`config.mk`:
```
export PLATFORM = sky130hd
export DESIGN_NAME = bank_cmd_seq
export DESIGN_NICKNAME = d
export VERILOG_FILES = /design/src/rtl/bcs_pkg.sv /design/src/rtl/bank_tracker.sv /design/src/rtl/burst_ctl.sv /design/src/rtl/bank_cmd_seq.sv
export SDC_FILE = /design/constraint.sdc
export NUM_CORES = 1
export LEC_CHECK = 0
export ABC_AREA = 1
export ABC_CLOCK_PERIOD_IN_PS = 2800
export BUFFER_PORTS_ARGS = -buffer_cell sky130_fd_sc_hd__buf_2
export CELL_PAD_IN_SITES_DETAIL_PLACEMENT = 0
export CELL_PAD_IN_SITES_GLOBAL_PLACEMENT = 1
export CORE_MARGIN = 1.5
export CORE_UTILIZATION = 39
export CTS_CLUSTER_DIAMETER = 100
export CTS_CLUSTER_SIZE = 40
export DETAILED_ROUTE_END_ITERATION = 10
export GPL_TIMING_DRIVEN = 0
export PLACE_DENSITY = 0.71
export SETUP_SLACK_MARGIN = 0.2
export SLEW_MARGIN = 20
export SYNTH_ARGS = -nofsm -noshare
export SYNTH_HDL_FRONTEND = slang
export SYNTH_SLANG_ARGS = --single-unit
```
`constraint.sdc`:
```
create_clock -name clk -period 2.8 [get_ports clk]
set_input_delay 0.84 -clock clk [delete_from_list [all_inputs] [get_ports clk]]
set_output_delay 0.84 -clock clk [all_outputs]
set_load 0.01 [all_outputs]
```
`src/rtl/bcs_pkg.sv`:
```
package bcs_pkg;
  typedef enum logic [2:0] {
    OP_ACT = 3'b011,
    OP_RD  = 3'b101,
    OP_WR  = 3'b100,
    OP_PRE = 3'b010,
    OP_NOP = 3'b111
  } dram_op_e;

  // clocks occupied on the data bus by one burst
  localparam int BL8_CLKS = 4;
  localparam int BL4_CLKS = 2;
  // earliest same-direction interrupt, in clocks after the first command
  localparam int INTR_CLKS = 2;
  // address bit carrying the auto-close / all-bank flag
  localparam int FLAG_BIT = 10;
endpackage

```
`src/rtl/bank_tracker.sv`:
```
module bank_tracker
  import bcs_pkg::*;
#(
  parameter int ROW_W = 13,
  parameter int TRCD  = 3,
  parameter int TRP   = 2,
  parameter int TW    = 4
) (
  input  logic             clk,
  input  logic             rst,
  input  logic             act_i,
  input  logic             pre_i,
  input  logic             col_i,
  input  logic             ap_i,
  input  logic             bl8_i,
  input  logic [ROW_W-1:0] row_i,
  output logic             open_o,
  output logic [ROW_W-1:0] row_o,
  output logic             idle_o
);
  logic [TW-1:0]    tmr_q;
  logic             open_q;
  logic [ROW_W-1:0] row_q;

  always_ff @(posedge clk) begin
    if (rst) begin
      tmr_q  <= '0;
      open_q <= 1'b0;
      row_q  <= '0;
    end else begin
      if (act_i) begin
        open_q <= 1'b1;
        row_q  <= row_i;
        tmr_q  <= TW'(TRCD - 1);
      end else if (pre_i) begin
        open_q <= 1'b0;
        tmr_q  <= TW'(TRP - 1);
      end else if (col_i && ap_i) begin
        open_q <= 1'b0;
        tmr_q  <= bl8_i ? TW'(BL8_CLKS + TRP - 1) : TW'(BL4_CLKS + TRP - 1);
      end else if (tmr_q != '0) begin
        tmr_q <= tmr_q - 1'b1;
      end
    end
  end

  assign open_o = open_q;
  assign row_o  = row_q;
  assign idle_o = (tmr_q == '0);

  AST_ACT_CLOSED: assert property (@(posedge clk) disable iff (rst)
    act_i |-> (!open_q && tmr_q == '0));
  AST_COL_OPEN: assert property (@(posedge clk) disable iff (rst)
    col_i |-> (open_q && tmr_q == '0 && row_i == row_q));
  AST_PRE_TIMED: assert property (@(posedge clk) disable iff (rst)
    pre_i |-> (tmr_q == '0));
endmodule

```
`src/rtl/burst_ctl.sv`:
```
module burst_ctl
  import bcs_pkg::*;
#(
  parameter int BANK_W = 2
) (
  input  logic              clk,
  input  logic              rst,
  input  logic              col_i,
  input  logic              wr_i,
  input  logic              ap_i,
  input  logic              bl8_i,
  input  logic [BANK_W-1:0] bank_i,
  input  logic              q_wr_i,
  output logic              ok_o,
  output logic              busy_o,
  output logic [BANK_W-1:0] bank_o
);
  localparam int BW = $clog2(BL8_CLKS + 1);

  logic [BW-1:0]     left_q;
  logic              wr_q, ap_q, bl8_q;
  logic [BANK_W-1:0] bank_q;

  always_ff @(posedge clk) begin
    if (rst) begin
      left_q <= '0;
      wr_q   <= 1'b0;
      ap_q   <= 1'b0;
      bl8_q  <= 1'b0;
      bank_q <= '0;
    end else if (col_i) begin
      left_q <= bl8_i ? BW'(BL8_CLKS - 1) : BW'(BL4_CLKS - 1);
      wr_q   <= wr_i;
      ap_q   <= ap_i;
      bl8_q  <= bl8_i;
      bank_q <= bank_i;
    end else if (left_q != '0) begin
      left_q <= left_q - 1'b1;
    end
  end

  logic may_cut;
  assign may_cut = (q_wr_i == wr_q) && bl8_q && !ap_q &&
                   (left_q <= BW'(BL8_CLKS - INTR_CLKS));
  assign ok_o   = (left_q == '0) || may_cut;
  assign busy_o = (left_q != '0);
  assign bank_o = bank_q;

  AST_INTR_RULE: assert property (@(posedge clk) disable iff (rst)
    (col_i && left_q != '0) |-> (wr_i == wr_q && bl8_q && !ap_q));
endmodule

```
`src/rtl/bank_cmd_seq.sv`:
```
module bank_cmd_seq
  import bcs_pkg::*;
#(
  parameter int NUM_BANKS = 4,
  parameter int ROW_W     = 13,
  parameter int COL_W     = 10,
  parameter int ADDR_W    = 14,
  parameter int TRCD      = 3,
  parameter int TRP       = 2,
  localparam int BANK_W   = $clog2(NUM_BANKS)
) (
  input  logic              clk,
  input  logic              rst,
  input  logic              cfg_bl8,
  input  logic              req_valid,
  output logic              req_ready,
  input  logic              req_write,
  input  logic              req_autopre,
  input  logic [BANK_W-1:0] req_bank,
  input  logic [ROW_W-1:0]  req_row,
  input  logic [COL_W-1:0]  req_col,
  input  logic              ref_req,
  output logic              ref_ack,
  output logic              cmd_ras_n,
  output logic              cmd_cas_n,
  output logic              cmd_we_n,
  output logic [BANK_W-1:0] cmd_bank,
  output logic [ADDR_W-1:0] cmd_addr
);
  localparam int TW = $clog2(BL8_CLKS + TRCD + TRP + 1);

  // held request
  logic              hv;
  logic              h_wr, h_ap;
  logic [BANK_W-1:0] h_bank;
  logic [ROW_W-1:0]  h_row;
  logic [COL_W-1:0]  h_col;

  // per-bank state
  logic [NUM_BANKS-1:0] b_open, b_idle, b_act, b_pre, b_col;
  logic [ROW_W-1:0]     b_row [NUM_BANKS];

  logic              col_ok, burst_busy;
  logic [BANK_W-1:0] burst_bank;

  logic tgt_open, tgt_hit, tgt_idle;
  logic do_act, do_pre, do_col, do_prea, ack_next;

  function automatic logic [ADDR_W-1:0] col_addr(input logic [COL_W-1:0] c,
                                                 input logic flag);
    logic [ADDR_W-1:0] a;
    a = '0;
    for (int i = 0; i < COL_W; i++) begin
      if (i < FLAG_BIT) a[i] = c[i];
      else              a[i+1] = c[i];
    end
    a[FLAG_BIT] = flag;
    return a;
  endfunction

  genvar gb;
  generate
    for (gb = 0; gb < NUM_BANKS; gb++) begin : g_bank
      assign b_act[gb] = do_act && (h_bank == BANK_W'(gb));
      assign b_pre[gb] = (do_pre && (h_bank == BANK_W'(gb))) || do_prea;
      assign b_col[gb] = do_col && (h_bank == BANK_W'(gb));

      bank_tracker #(
        .ROW_W(ROW_W), .TRCD(TRCD), .TRP(TRP), .TW(TW)
      ) u_trk (
        .clk    (clk),
        .rst    (rst),
        .act_i  (b_act[gb]),
        .pre_i  (b_pre[gb]),
        .col_i  (b_col[gb]),
        .ap_i   (h_ap),
        .bl8_i  (cfg_bl8),
        .row_i  (h_row),
        .open_o (b_open[gb]),
        .row_o  (b_row[gb]),
        .idle_o (b_idle[gb])
      );
    end
  endgenerate

  burst_ctl #(.BANK_W(BANK_W)) u_burst (
    .clk    (clk),
    .rst    (rst),
    .col_i  (do_col),
    .wr_i   (h_wr),
    .ap_i   (h_ap),
    .bl8_i  (cfg_bl8),
    .bank_i (h_bank),
    .q_wr_i (h_wr),
    .ok_o   (col_ok),
    .busy_o (burst_busy),
    .bank_o (burst_bank)
  );

  // decision for the held request, or for a pending refresh
  always_comb begin
    tgt_open = b_open[h_bank];
    tgt_hit  = tgt_open && (b_row[h_bank] == h_row);
    tgt_idle = b_idle[h_bank];
    do_col   = hv && tgt_hit && tgt_idle && col_ok;
    do_pre   = hv && tgt_open && !tgt_hit && tgt_idle &&
               !(burst_busy && burst_bank == h_bank);
    do_act   = hv && !tgt_open && tgt_idle;
    do_prea  = !hv && ref_req && (|b_open) && (&b_idle) && !burst_busy;
    ack_next = !hv && ref_req && !(|b_open) && (&b_idle);
  end

  assign req_ready = (!hv || do_col) && !ref_req;

  always_ff @(posedge clk) begin
    if (rst) begin
      hv     <= 1'b0;
      h_wr   <= 1'b0;
      h_ap   <= 1'b0;
      h_bank <= '0;
      h_row  <= '0;
      h_col  <= '0;
    end else if (req_valid && req_ready) begin
      hv     <= 1'b1;
      h_wr   <= req_write;
      h_ap   <= req_autopre;
      h_bank <= req_bank;
      h_row  <= req_row;
      h_col  <= req_col;
    end else if (do_col) begin
      hv <= 1'b0;
    end
  end

  // registered command bus
  dram_op_e          op_q;
  logic [BANK_W-1:0] bank_q;
  logic [ADDR_W-1:0] addr_q;
  logic              ack_q;

  always_ff @(posedge clk) begin
    if (rst) begin
      op_q   <= OP_NOP;
      bank_q <= '0;
      addr_q <= '0;
      ack_q  <= 1'b0;
    end else begin
      ack_q  <= ack_next;
      bank_q <= h_bank;
      addr_q <= '0;
      if (do_act) begin
        op_q   <= OP_ACT;
        addr_q <= ADDR_W'(h_row);
      end else if (do_pre) begin
        op_q <= OP_PRE;
      end else if (do_col) begin
        op_q   <= h_wr ? OP_WR : OP_RD;
        addr_q <= col_addr(h_col, h_ap);
      end else if (do_prea) begin
        op_q   <= OP_PRE;
        bank_q <= '0;
        addr_q[FLAG_BIT] <= 1'b1;
      end else begin
        op_q <= OP_NOP;
      end
    end
  end

  assign cmd_ras_n = op_q[2];
  assign cmd_cas_n = op_q[1];
  assign cmd_we_n  = op_q[0];
  assign cmd_bank  = bank_q;
  assign cmd_addr  = addr_q;
  assign ref_ack   = ack_q;

  AST_REF_STALL: assert property (@(posedge clk) disable iff (rst)
    (ref_req && !hv) |=> !hv);
  AST_ACK_CLOSED: assert property (@(posedge clk) disable iff (rst)
    ref_ack |-> (b_open == '0));
  AST_ONE_CMD: assert property (@(posedge clk) disable iff (rst)
    $onehot0({b_act != '0, do_pre, b_col != '0, do_prea}));
endmodule

```
==> results of run 1 <==
[worst reg2reg max path, delay by kind of cell (launching register included)]
kind	cells	cell delay [ns]
simple gates	12	0.98
buf+inv	8	0.97
compound gates	2	0.23
flops	1	0.32
[flip-flops by register name, summed over array words and instances, names as in the netlist]
register / flops
u_burst.ap_q: 1
hv: 1
h_col: 10
u_burst.left_q: 3
u_burst.wr_q: 1
g_bank.u_trk.row_o: 52
g_bank.u_trk.open_o: 4
cmd_addr: 13
op_q: 3
h_row: 13
cmd_bank: 2
u_burst.bl8_q: 1
h_ap: 1
ref_ack: 1
u_burst.bank_o: 2
h_wr: 1
g_bank.u_trk.tmr_q: 16
h_bank: 2
[final timing paths]
check             slack [ns]         start      endpoint  cells after the start
setup / recovery       -0.60     h_bank[0]     req_ready                     19
hold / removal          0.46  u_burst.ap_q  u_burst.ap_q                      2
setup reg to reg        0.15     h_bank[0]      h_row[7]                     22
hold reg to reg         0.46  u_burst.ap_q  u_burst.ap_q                      2
[cells in the mapped netlist (all sizes together)]
cell type	instances
a2111oi	1
a21oi	89
a2bb2oi	2
a31oi	5
buf	19
clkbuf	20
clkinv	1
conb	1
dfxtp	127
ha	11
inv	73
nand2	246
nand3	69
nand4	6
nor2	52
nor3	10
nor3b	1
nor4	3
o21ai	71
o21bai	2
o22ai	6
or2	1
xnor2	1
xor2	12
[repair_timing]
item,4_1_cts,5_1_grt
cloned,1,3
hold buffers,0,0
setup endpoints to repair,105,73
setup buffers,10,14
gates resized for setup,42,67
pin swaps,7,18
[area by class of cell]
class                           instances  area, µm²  share of cell area (%)
Inverter                               74        284                    3.65
Clock buffer                           21        460                    5.92
Tap cell                              188        235                    3.02
Multi-Input combinational cell        589       3200                    41.1
Sequential cell                       127       2540                    32.7
Buffer                                 39        293                    3.76
Clock inverter                         11        210                    2.70
Timing Repair Buffer                   77        556                    7.14
[power groups by stage]
stage	Sequential, mW	Combinational [mW]	Clock (mW)
3_5_place_dp	2.12	1.32	0
2_1_floorplan	2.10	0.994	0
4_1_cts	2.09	1.38	2.55
5_1_grt	2.10	1.68	2.64
6_report	2.09	1.50	2.52
3_3_place_gp	2.11	1.28	0
[through the flow]
stage / util, % / setup TNS, ns
5_1_grt: 51.4 / -0.736
3_3_place_gp: 43.0 / -7.20
4_1_cts: 49.1 / -0.626
3_5_place_dp: 43.0 / -10.19
6_report: 51.4 / -0.603
2_1_floorplan: - / 0
[metal layers]
metal	vias to the layer above	track usage (%)	part of all wire, %
met5	-	0	0
met4	0	8.42	1.9
met3	25	3.85	6.1
met2	181	37.1	45
met1	2740	33.0	47
li1	2903	-	-
[logic make-up after synthesis]
| family | share of synthesized area (%) |
|---|---|
| buffers and inverters | 8.22 |
| xor gates and xnor gates | 1.89 |
| other | 0.0622 |
| AOI/OAI and AO/OA | 16.5 |
| DFF | 42.2 |
| and+or+nand+nor | 28.9 |
| adders and majority gates | 2.28 |
==> flow_metrics.env, run 1 <==
export IMPL_slew_viol_final=0
export IMPL_fin_area_um2=7780
export IMPL_yosysWarnings=0
export IMPL_firstDrtPassIters=5
export IMPL_power_share_switching_pct=30.3
export IMPL_required_ns=1.96
export IMPL_syn_inst=829
export IMPL_rows=45
export IMPL_combPwrFrac_pct=24.5
export IMPL_pre_cts_ws_ns=-0.746
export IMPL_final_cell_mix="nand2_1, dfxtp_1, inv_1, a21oi_1, o21ai_0"
export IMPL_drt_initial_drc_count=361
export IMPL_clockRootBuffer="clkbuf_16"
export IMPL_maxCapViolations=0
export IMPL_grt_pass1_vias=5563
export IMPL_path_max_fanout=6
export IMPL_cts_tree="done"
export IMPL_power_switching_mw=1.85
export IMPL_final_cells=1126
export IMPL_synth_top_area_share_pct=42.2
export IMPL_port_buffers=49
export IMPL_grt_max_degree=17
export IMPL_wl_per_cell_um=16.9
export IMPL_vias=5849
export IMPL_worst_path_largest_cell_delay_ns=0.32
export IMPL_synthesis_area_um2=6030
export IMPL_worst_pin_slew_ns=0.851
export IMPL_synthToLayoutAreaGrowth_pct=29.1
export IMPL_critPathBufInv=8
export IMPL_layout_setup_ws_ns=-0.603
export IMPL_drive_above_1_share_pct=24.5
export IMPL_outcome="finished with violations"
export IMPL_ys_types=37
export IMPL_syn_avg_cell_area_um2=7.27
export IMPL_via_per_inst=5.19
export IMPL_hold_violations=0
export IMPL_globalRouteOverflowTotal=0
export IMPL_finalCritPeriodShare_pct=122
export IMPL_crit_slowest_cell="dfxtp_2"
export IMPL_setup_viol=1
export IMPL_grt_pass1_wl_mm=29.2
export IMPL_peakVddDrop_mv=0.435
export IMPL_cts_buffers=17
export IMPL_startpoint_type="flip-flop"
export IMPL_grt_setup_unrepaired="true"
export IMPL_intPower_mw=4.26
export IMPL_power_mw=6.11
export IMPL_die_w_um=127
export IMPL_holdCritPathClass="reg -> reg"
export IMPL_clock_power_share_pct=41.3
export IMPL_antenna_found_initial=0
export IMPL_critical_path_arrival_ns=2.56
export IMPL_antenna_cells=0
export IMPL_ys_seq_elements=127
export IMPL_fin_hold_ws_ns=0.464
export IMPL_end_kind="output port"
export IMPL_die_height_um=127
export IMPL_crit_family="buffers and inverters"
export IMPL_gp_congestion=0.920
export IMPL_finClkSkew_ns=0.00905
export IMPL_synthTopCellsByArea="dfxtp_1, nand2_1, a21oi_1, o21ai_0, inv_1"
export IMPL_yosysTopAreaCell="dfxtp_1"
export IMPL_drcViolationCount=0
export IMPL_placed_area_um2=6510
export IMPL_layout_commonest_cell="nand2_1"
export IMPL_fmax_mhz=294
export IMPL_hpwl_mm=13.5
export IMPL_clkSlewWorstSetupHoldPaths_ns=0.06
export IMPL_core_um2=15100
export IMPL_cts_path_max_buffers=2
export IMPL_synth_seq_area_share_pct=42.2
export IMPL_period_minus_slack_ns=3.40
export IMPL_cts_sinks=127
export IMPL_path_cells="buf_6 -> inv_4 -> buf_8 -> buf_6 -> buf_6 -> nand2_2 -> nand2_1 -> nand2_1 -> nand2_1 -> nand2_1 -> nand2_2 -> nor2_2 -> nand2_2 -> nor2_4 -> nand4_4 -> a21oi_4 -> buf_6 -> buf_12 -> buf_6"
export IMPL_ios=53
export IMPL_htreeDepth=4
export IMPL_routed_wl_mm=19.1
export IMPL_seqPwrFrac_pct=34.2
export IMPL_nets=968
export IMPL_ant_nets=0
export IMPL_nFillCells=1418
export IMPL_synth_nets=872
export IMPL_start_util_pct=39.8
export IMPL_criticalPathCategory="reg -> out"
export IMPL_dieArea_um2=16200
export IMPL_relSlewSlack_pct=43.3
export IMPL_grt_usage_pct=23.7
export IMPL_dp_cells=1066
export IMPL_power_leakage_nw=3.43
export IMPL_clk_latency_ns=0.42
export IMPL_violations="negative setup slack"
export IMPL_p_per_area_nw_per_um2=785
export IMPL_cp_common_cell="buf_6"
(Power assumes the default switching activity.)
==> run 2, diff against run 1 <==
--- a/config.mk
+++ b/config.mk
@@ -6,17 +6,17 @@
 export NUM_CORES = 1
 export LEC_CHECK = 0
 export ABC_AREA = 1
-export ABC_CLOCK_PERIOD_IN_PS = 2800
+export ABC_CLOCK_PERIOD_IN_PS = 3750
 export BUFFER_PORTS_ARGS = -buffer_cell sky130_fd_sc_hd__buf_2
 export CELL_PAD_IN_SITES_DETAIL_PLACEMENT = 0
 export CELL_PAD_IN_SITES_GLOBAL_PLACEMENT = 1
 export CORE_MARGIN = 1.5
-export CORE_UTILIZATION = 39
+export CORE_UTILIZATION = 43
 export CTS_CLUSTER_DIAMETER = 100
-export CTS_CLUSTER_SIZE = 40
+export CTS_CLUSTER_SIZE = 8
 export DETAILED_ROUTE_END_ITERATION = 10
 export GPL_TIMING_DRIVEN = 0
-export PLACE_DENSITY = 0.71
+export PLACE_DENSITY = 0.75
 export SETUP_SLACK_MARGIN = 0.2
 export SLEW_MARGIN = 20
 export SYNTH_ARGS = -nofsm -noshare
==> constraint.sdc (replaced) <==
create_clock -name clk -period 3.75 [get_ports clk]
set_input_delay 1.125 -clock clk [delete_from_list [all_inputs] [get_ports clk]]
set_output_delay 1.125 -clock clk [all_outputs]
set_load 0.01 [all_outputs]
==> run 2 against run 1 <==
Compared with the run above:
- the flow now finishes without violations
- clock power down 25%
- utilization up 7.9 points
- clock-buffer cell count down 3
- sequential power decreased by 25%
- flip-flop and latch count unchanged
- setup slack better by 0.69 ns
- routed wire length rose by 5.1%
- critical path depth fell by 1
- via count grew 3.9%
- largest power group unchanged
- highest routed layer unchanged
==> flow_metrics.env, run 2 (synthesis results as in run 1) <==
export IMPL_outcome="finished, final reports clean"
export IMPL_dieArea_um2=14700
export IMPL_pre_cts_ws_ns=-0.0303
export IMPL_vias=6079
export IMPL_antenna_found_initial=0
export IMPL_clk_latency_ns=0.43
export IMPL_fin_area_um2=8170
export IMPL_grt_usage_pct=27.6
export IMPL_grt_max_degree=17
export IMPL_path_cells="buf_6 -> inv_4 -> buf_12 -> buf_6 -> nand2_2 -> nand2_1 -> nand2_1 -> nand2_2 -> nand2_2 -> nand2_2 -> nor2_2 -> nand2_2 -> nor2_4 -> nand4_4 -> a21oi_4 -> buf_6 -> buf_12 -> buf_6"
export IMPL_maxCapViolations=0
export IMPL_grt_setup_unrepaired="true"
export IMPL_hold_start="h_col[8]"
export IMPL_end_kind="output port"
export IMPL_globalRouteOverflowTotal=0
export IMPL_crit_start="h_bank[0]"
export IMPL_relSlewSlack_pct=40.3
export IMPL_criticalPathCategory="reg -> out"
export IMPL_crit_family="simple AND/OR/NAND/NOR gates"
export IMPL_holdCritPathClass="reg -> reg"
export IMPL_port_buffers=49
export IMPL_hpwl_mm=13.5
export IMPL_cts_hold_fix_buffers=0
export IMPL_power_mw=4.68
export IMPL_synthToLayoutAreaGrowth_pct=35.5
export IMPL_finalCritPeriodShare_pct=97.8
export IMPL_nFillCells=1260
export IMPL_critical_path_arrival_ns=2.54
export IMPL_nets=990
export IMPL_power_leakage_nw=3.57
export IMPL_p_per_area_nw_per_um2=573
export IMPL_final_cells=1140
export IMPL_final_util_pct=59.3
export IMPL_ios=53
export IMPL_critPathBufInv=7
export IMPL_htreeDepth=4
export IMPL_firstDrtPassIters=5
export IMPL_cp_common_cell="nand2_2"
export IMPL_placed_area_um2=6500
export IMPL_largest_reg_flops=52
export IMPL_drt_initial_drc_count=313
export IMPL_fin_hold_ws_ns=0.464
export IMPL_wl_per_cell_um=17.6
export IMPL_required_ns=2.62
export IMPL_worst_path_largest_cell_delay_ns=0.32
export IMPL_die_height_um=121
export IMPL_cts_path_max_buffers=2
export IMPL_drcViolationCount=0
export IMPL_worst_pin_slew_ns=0.896
export IMPL_clockRootBuffer="clkbuf_16"
export IMPL_crit_slowest_cell="dfxtp_2"
export IMPL_ant_nets=0
export IMPL_clkSlewWorstSetupHoldPaths_ns=0.06
export IMPL_via_per_inst=5.33
export IMPL_die_w_um=121
export IMPL_period_minus_slack_ns=3.67
export IMPL_peakVddDrop_mv=0.285
export IMPL_core_um2=13800
export IMPL_reg2reg_from="h_bank[0]"
export IMPL_layout_setup_ws_ns=0.0844
export IMPL_hold_violations=0
export IMPL_dp_cells=1058
export IMPL_cts_tree="done"
export IMPL_fmax_mhz=273
export IMPL_startpoint_type="flip-flop"
export IMPL_path_max_fanout=7
export IMPL_gp_congestion=0.898
export IMPL_grt_pass1_vias=5869
export IMPL_layout_commonest_cell="nand2_1"
export IMPL_drive_above_1_share_pct=29.9
export IMPL_grt_pass1_wl_mm=30.7
export IMPL_rows=43
export IMPL_cts_sinks=127
export IMPL_slew_viol_final=0
export IMPL_start_util_pct=43.8
export IMPL_antenna_cells=0
export IMPL_rrSetupSlack_ns=0.20
export IMPL_setup_tns_final_ns=0
export IMPL_final_cell_mix="nand2_1, dfxtp_1, inv_1, a21oi_1, o21ai_0"
export IMPL_finClkSkew_ns=0.00750
export IMPL_setup_viol=0
export IMPL_routed_wl_mm=20.0
export IMPL_cts_buffers=17
run 2: changes by cell type in the layout (fill, tap and decap cells not counted), sizes merged:
| cell | previous run | this run |
|---|---|---|
| inv | 73 | 74 |
| nor2 | 52 | 53 |
| clkinvlp | 2 | 3 |
| clkbuf | 45 | 39 |
| buf | 92 | 116 |
| clkinv | 4 | 5 |
run 2: layout make-up:
type	count	area (µm²)	area share, %
Multi-Input combinational cell	590	3370	41.2
Sequential cell	127	2540	31.1
Timing Repair Buffer	98	769	9.42
Clock buffer	18	439	5.38
Buffer	39	295	3.61
Inverter	74	290	3.55
Clock inverter	14	239	2.92
Tap cell	180	225	2.76
run 2: worst paths after layout:
path | end | cells after the start
setup / recovery | req_ready | 18
hold reg to reg | cmd_addr[8] | 2
hold / removal | cmd_addr[8] | 2
setup reg to reg | g_bank[0].u_trk.tmr_q[3] | 33
run 2: timing repair:
item / CTS / global route
gates cloned: 2 / 2
setup buffers: 35 / 11
setup endpoints to repair: 1 / 35
pin swaps: 17 / 39
gates resized for setup: 45 / 116
run 2: power by group:
part | switching [mW] | internal [mW]
Clock | 0.633 | 1.26
Sequential | 0.0860 | 1.48
Combinational | 0.741 | 0.479
Total | 1.46 | 3.22
run 2: routing by layer:
metal,track usage (%),vias up,routed length (µm)
li1,-,2953,-
met3,5.36,40,1180
met4,11.0,0,539
met2,43.4,214,9060
met5,0,-,0
met1,37.3,2872,9270
run 2: worst min-delay path: stages (launching register included):
cell	delay, ns
dfxtp_1	0.31
inv_1	0.05
o21ai_1	0.06
==> run 3, diff against run 2 <==
--- a/config.mk
+++ b/config.mk
@@ -10,13 +10,13 @@
 export BUFFER_PORTS_ARGS = -buffer_cell sky130_fd_sc_hd__buf_2
 export CELL_PAD_IN_SITES_DETAIL_PLACEMENT = 0
 export CELL_PAD_IN_SITES_GLOBAL_PLACEMENT = 1
-export CORE_MARGIN = 1.5
-export CORE_UTILIZATION = 43
+export CORE_UTILIZATION = 40
 export CTS_CLUSTER_DIAMETER = 100
 export CTS_CLUSTER_SIZE = 8
 export DETAILED_ROUTE_END_ITERATION = 10
 export GPL_TIMING_DRIVEN = 0
-export PLACE_DENSITY = 0.75
+export PLACE_DENSITY = 0.7
+export REMOVE_ABC_BUFFERS = 1
 export SETUP_SLACK_MARGIN = 0.2
 export SLEW_MARGIN = 20
 export SYNTH_ARGS = -nofsm -noshare
==> run 3 against run 2 <==
Compared with the run above:
- the run now ends with design-rule violations left
- routed wire length fell by 12%
- global-route usage fell by 4.9 points
- setup slack improved by 0.25 ns
- combinational power fell by 17%
- critical path depth fell by 5
- cell area fell by 10%
- largest power group unchanged
- clock skew rose by 0.0033 ns
- worst hold slack got worse by 0.0017 ns
==> flow_metrics.env, run 3 (synthesis results as in run 1) <==
export IMPL_relSlewSlack_pct=34.7
export IMPL_crit_slowest_cell="dfxtp_4"
export IMPL_setup_tns_final_ns=0
export IMPL_cp_common_cell="nand2_1"
export IMPL_clkSlewWorstSetupHoldPaths_ns=0.06
export IMPL_antenna_found_initial=0
export IMPL_worst_pin_slew_ns=0.978
export IMPL_worstRegToRegCells=14
export IMPL_start_util_pct=41.2
export IMPL_violations="design-rule violations"
export IMPL_maxCapViolations=0
export IMPL_crit_start="h_bank[0]"
export IMPL_drcViolationCount=4
export IMPL_crit_family="simple AND/OR/NAND/NOR gates"
export IMPL_fin_hold_ws_ns=0.462
export IMPL_min_path_cells=2
export IMPL_critPathBufInv=3
export IMPL_hold_violations=0
export IMPL_hpwl_mm=10.9
export IMPL_grt_usage_pct=22.7
export IMPL_routed_wl_mm=17.7
export IMPL_drive_above_1_share_pct=19.7
export IMPL_cts_buffers=17
export IMPL_cts_sinks=127
export IMPL_period_minus_slack_ns=3.42
export IMPL_end_kind="output port"
export IMPL_core_um2=14600
export IMPL_grt_pass1_vias=5154
export IMPL_r2r_end="g_bank[2].u_trk.tmr_q[2]"
export IMPL_layout_commonest_cell="nand2_1"
export IMPL_startpoint_type="flip-flop"
export IMPL_globalRouteOverflowTotal=0
export IMPL_required_ns=2.62
export IMPL_path_max_fanout=5
export IMPL_holdCritPathClass="reg -> reg"
export IMPL_worst_path_largest_cell_delay_ns=0.41
export IMPL_hold_start="h_col[3]"
export IMPL_firstDrtPassIters=8
export IMPL_peakVddDrop_mv=0.324
export IMPL_cts_tree="done"
export IMPL_finalCritPeriodShare_pct=91.2
export IMPL_rrSetupSlack_ns=0.71
export IMPL_final_cell_mix="nand2_1, dfxtp_1, inv_1, a21oi_1, o21ai_0"
export IMPL_ant_nets=0
export IMPL_ios=53
export IMPL_power_mw=4.28
export IMPL_die_w_um=125
export IMPL_nets=923
export IMPL_rows=44
export IMPL_htreeDepth=4
export IMPL_p_per_area_nw_per_um2=585
export IMPL_worst_hold_path_endpoint="h_col[3]"
export IMPL_power_leakage_nw=3.19
export IMPL_setup_viol=0
export IMPL_via_per_inst=5.23
export IMPL_finClkSkew_ns=0.0108
export IMPL_port_buffers=51
export IMPL_fmax_mhz=292
export IMPL_vias=5632
export IMPL_dieArea_um2=15600
export IMPL_critical_path_arrival_ns=2.29
export IMPL_grt_pass1_wl_mm=27.2
export IMPL_final_util_pct=50.0
export IMPL_outcome="finished with violations"
export IMPL_synthToLayoutAreaGrowth_pct=21.4
export IMPL_grt_max_degree=43
export IMPL_largest_reg_flops=52
export IMPL_die_height_um=125
export IMPL_gp_congestion=0.854
export IMPL_clockRootBuffer="clkbuf_16"
export IMPL_path_cells="buf_12 -> buf_8 -> nand2_1 -> nand2_1 -> nand2_1 -> nand3_2 -> nand2_1 -> nor2_2 -> nand2_2 -> nor2_4 -> nand4_4 -> a21oi_4 -> buf_2"
export IMPL_slew_viol_final=0
export IMPL_criticalPathCategory="reg -> out"
export IMPL_drt_initial_drc_count=386
export IMPL_wl_per_cell_um=16.4
export IMPL_antenna_cells=0
export IMPL_cts_path_max_buffers=2
export IMPL_reg2reg_from="h_bank[0]"
export IMPL_grt_setup_unrepaired="false"
export IMPL_clk_latency_ns=0.43
[run 3: changes by cell type in the layout (fill, tap and decap cells not counted), moves of 4 or more]
cell,change
nand2_4,-8
nand3_1,+10
nand3_4,-4
buf_4,-23
nand2_1,+41
inv_4,-5
clkbuf_1,-16
nand3_2,-6
buf_6,-19
nand2_2,-33
[run 3: worst max path at each step]
stage,end,depth (start not counted),slack [ns]
final,req_ready,13,0.33
after global routing,req_ready,13,0.21
after global placement,req_ready,11,-1.96
after CTS,req_ready,12,0.22
after floorplan,req_ready,10,-0.17
after detailed placement,req_ready,11,-1.63
[run 3: repair_timing]
| action | 4_1_cts | 5_1_grt |
|---|---|---|
| endpoints found under the setup margin | 66 | 3 |
| resized for setup | 11 | 29 |
| pin swaps | 2 | 9 |
| hold buffers | 0 | 0 |
| setup buffers | 3 | 6 |
| gates cloned | 1 | 4 |
[run 3: layer usage]
layer | GRT usage (%) | vias to the layer above | part of all wire, %
li1 | - | 2813 | -
met1 | 31.7 | 2660 | 50
met2 | 34.5 | 140 | 44
met3 | 5.37 | 19 | 4.6
met4 | 7.26 | 0 | 1.1
met5 | 0 | - | 0
[run 3: per-stage QoR]
step                cell area [µm²]  worst slack, ns  instances
floorplan                      5810           -0.165        790
global placement               6300            -1.96       1025
detailed placement             6380            -1.63       1030
CTS                            7060            0.221       1066
global route                   7320            0.208       1077
finish                         7320            0.331       1077
[run 3: cell type report]
class | instances | area [µm²]
multi-input combinational | 590 | 3090
fill | 1447 | 7320
inverter | 74 | 312
clock inverter | 9 | 133
sequential | 127 | 2550
timing repair inverter | 2 | 22.5
tap | 184 | 230
timing repair buffer | 68 | 502
clock buffer | 23 | 478
[run 3: tightest hold or removal path, stage by stage (launching register included)]
cell and delay (ns):
dfxtp_1 0.31, nand2_1 0.06, a21oi_1 0.05
[run 3: where the power goes]
part / internal (mW) / switching [mW] / total, mW
Combinational: 0.374 / 0.638 / 1.01
Clock: 1.10 / 0.616 / 1.71
Sequential: 1.48 / 0.0839 / 1.56
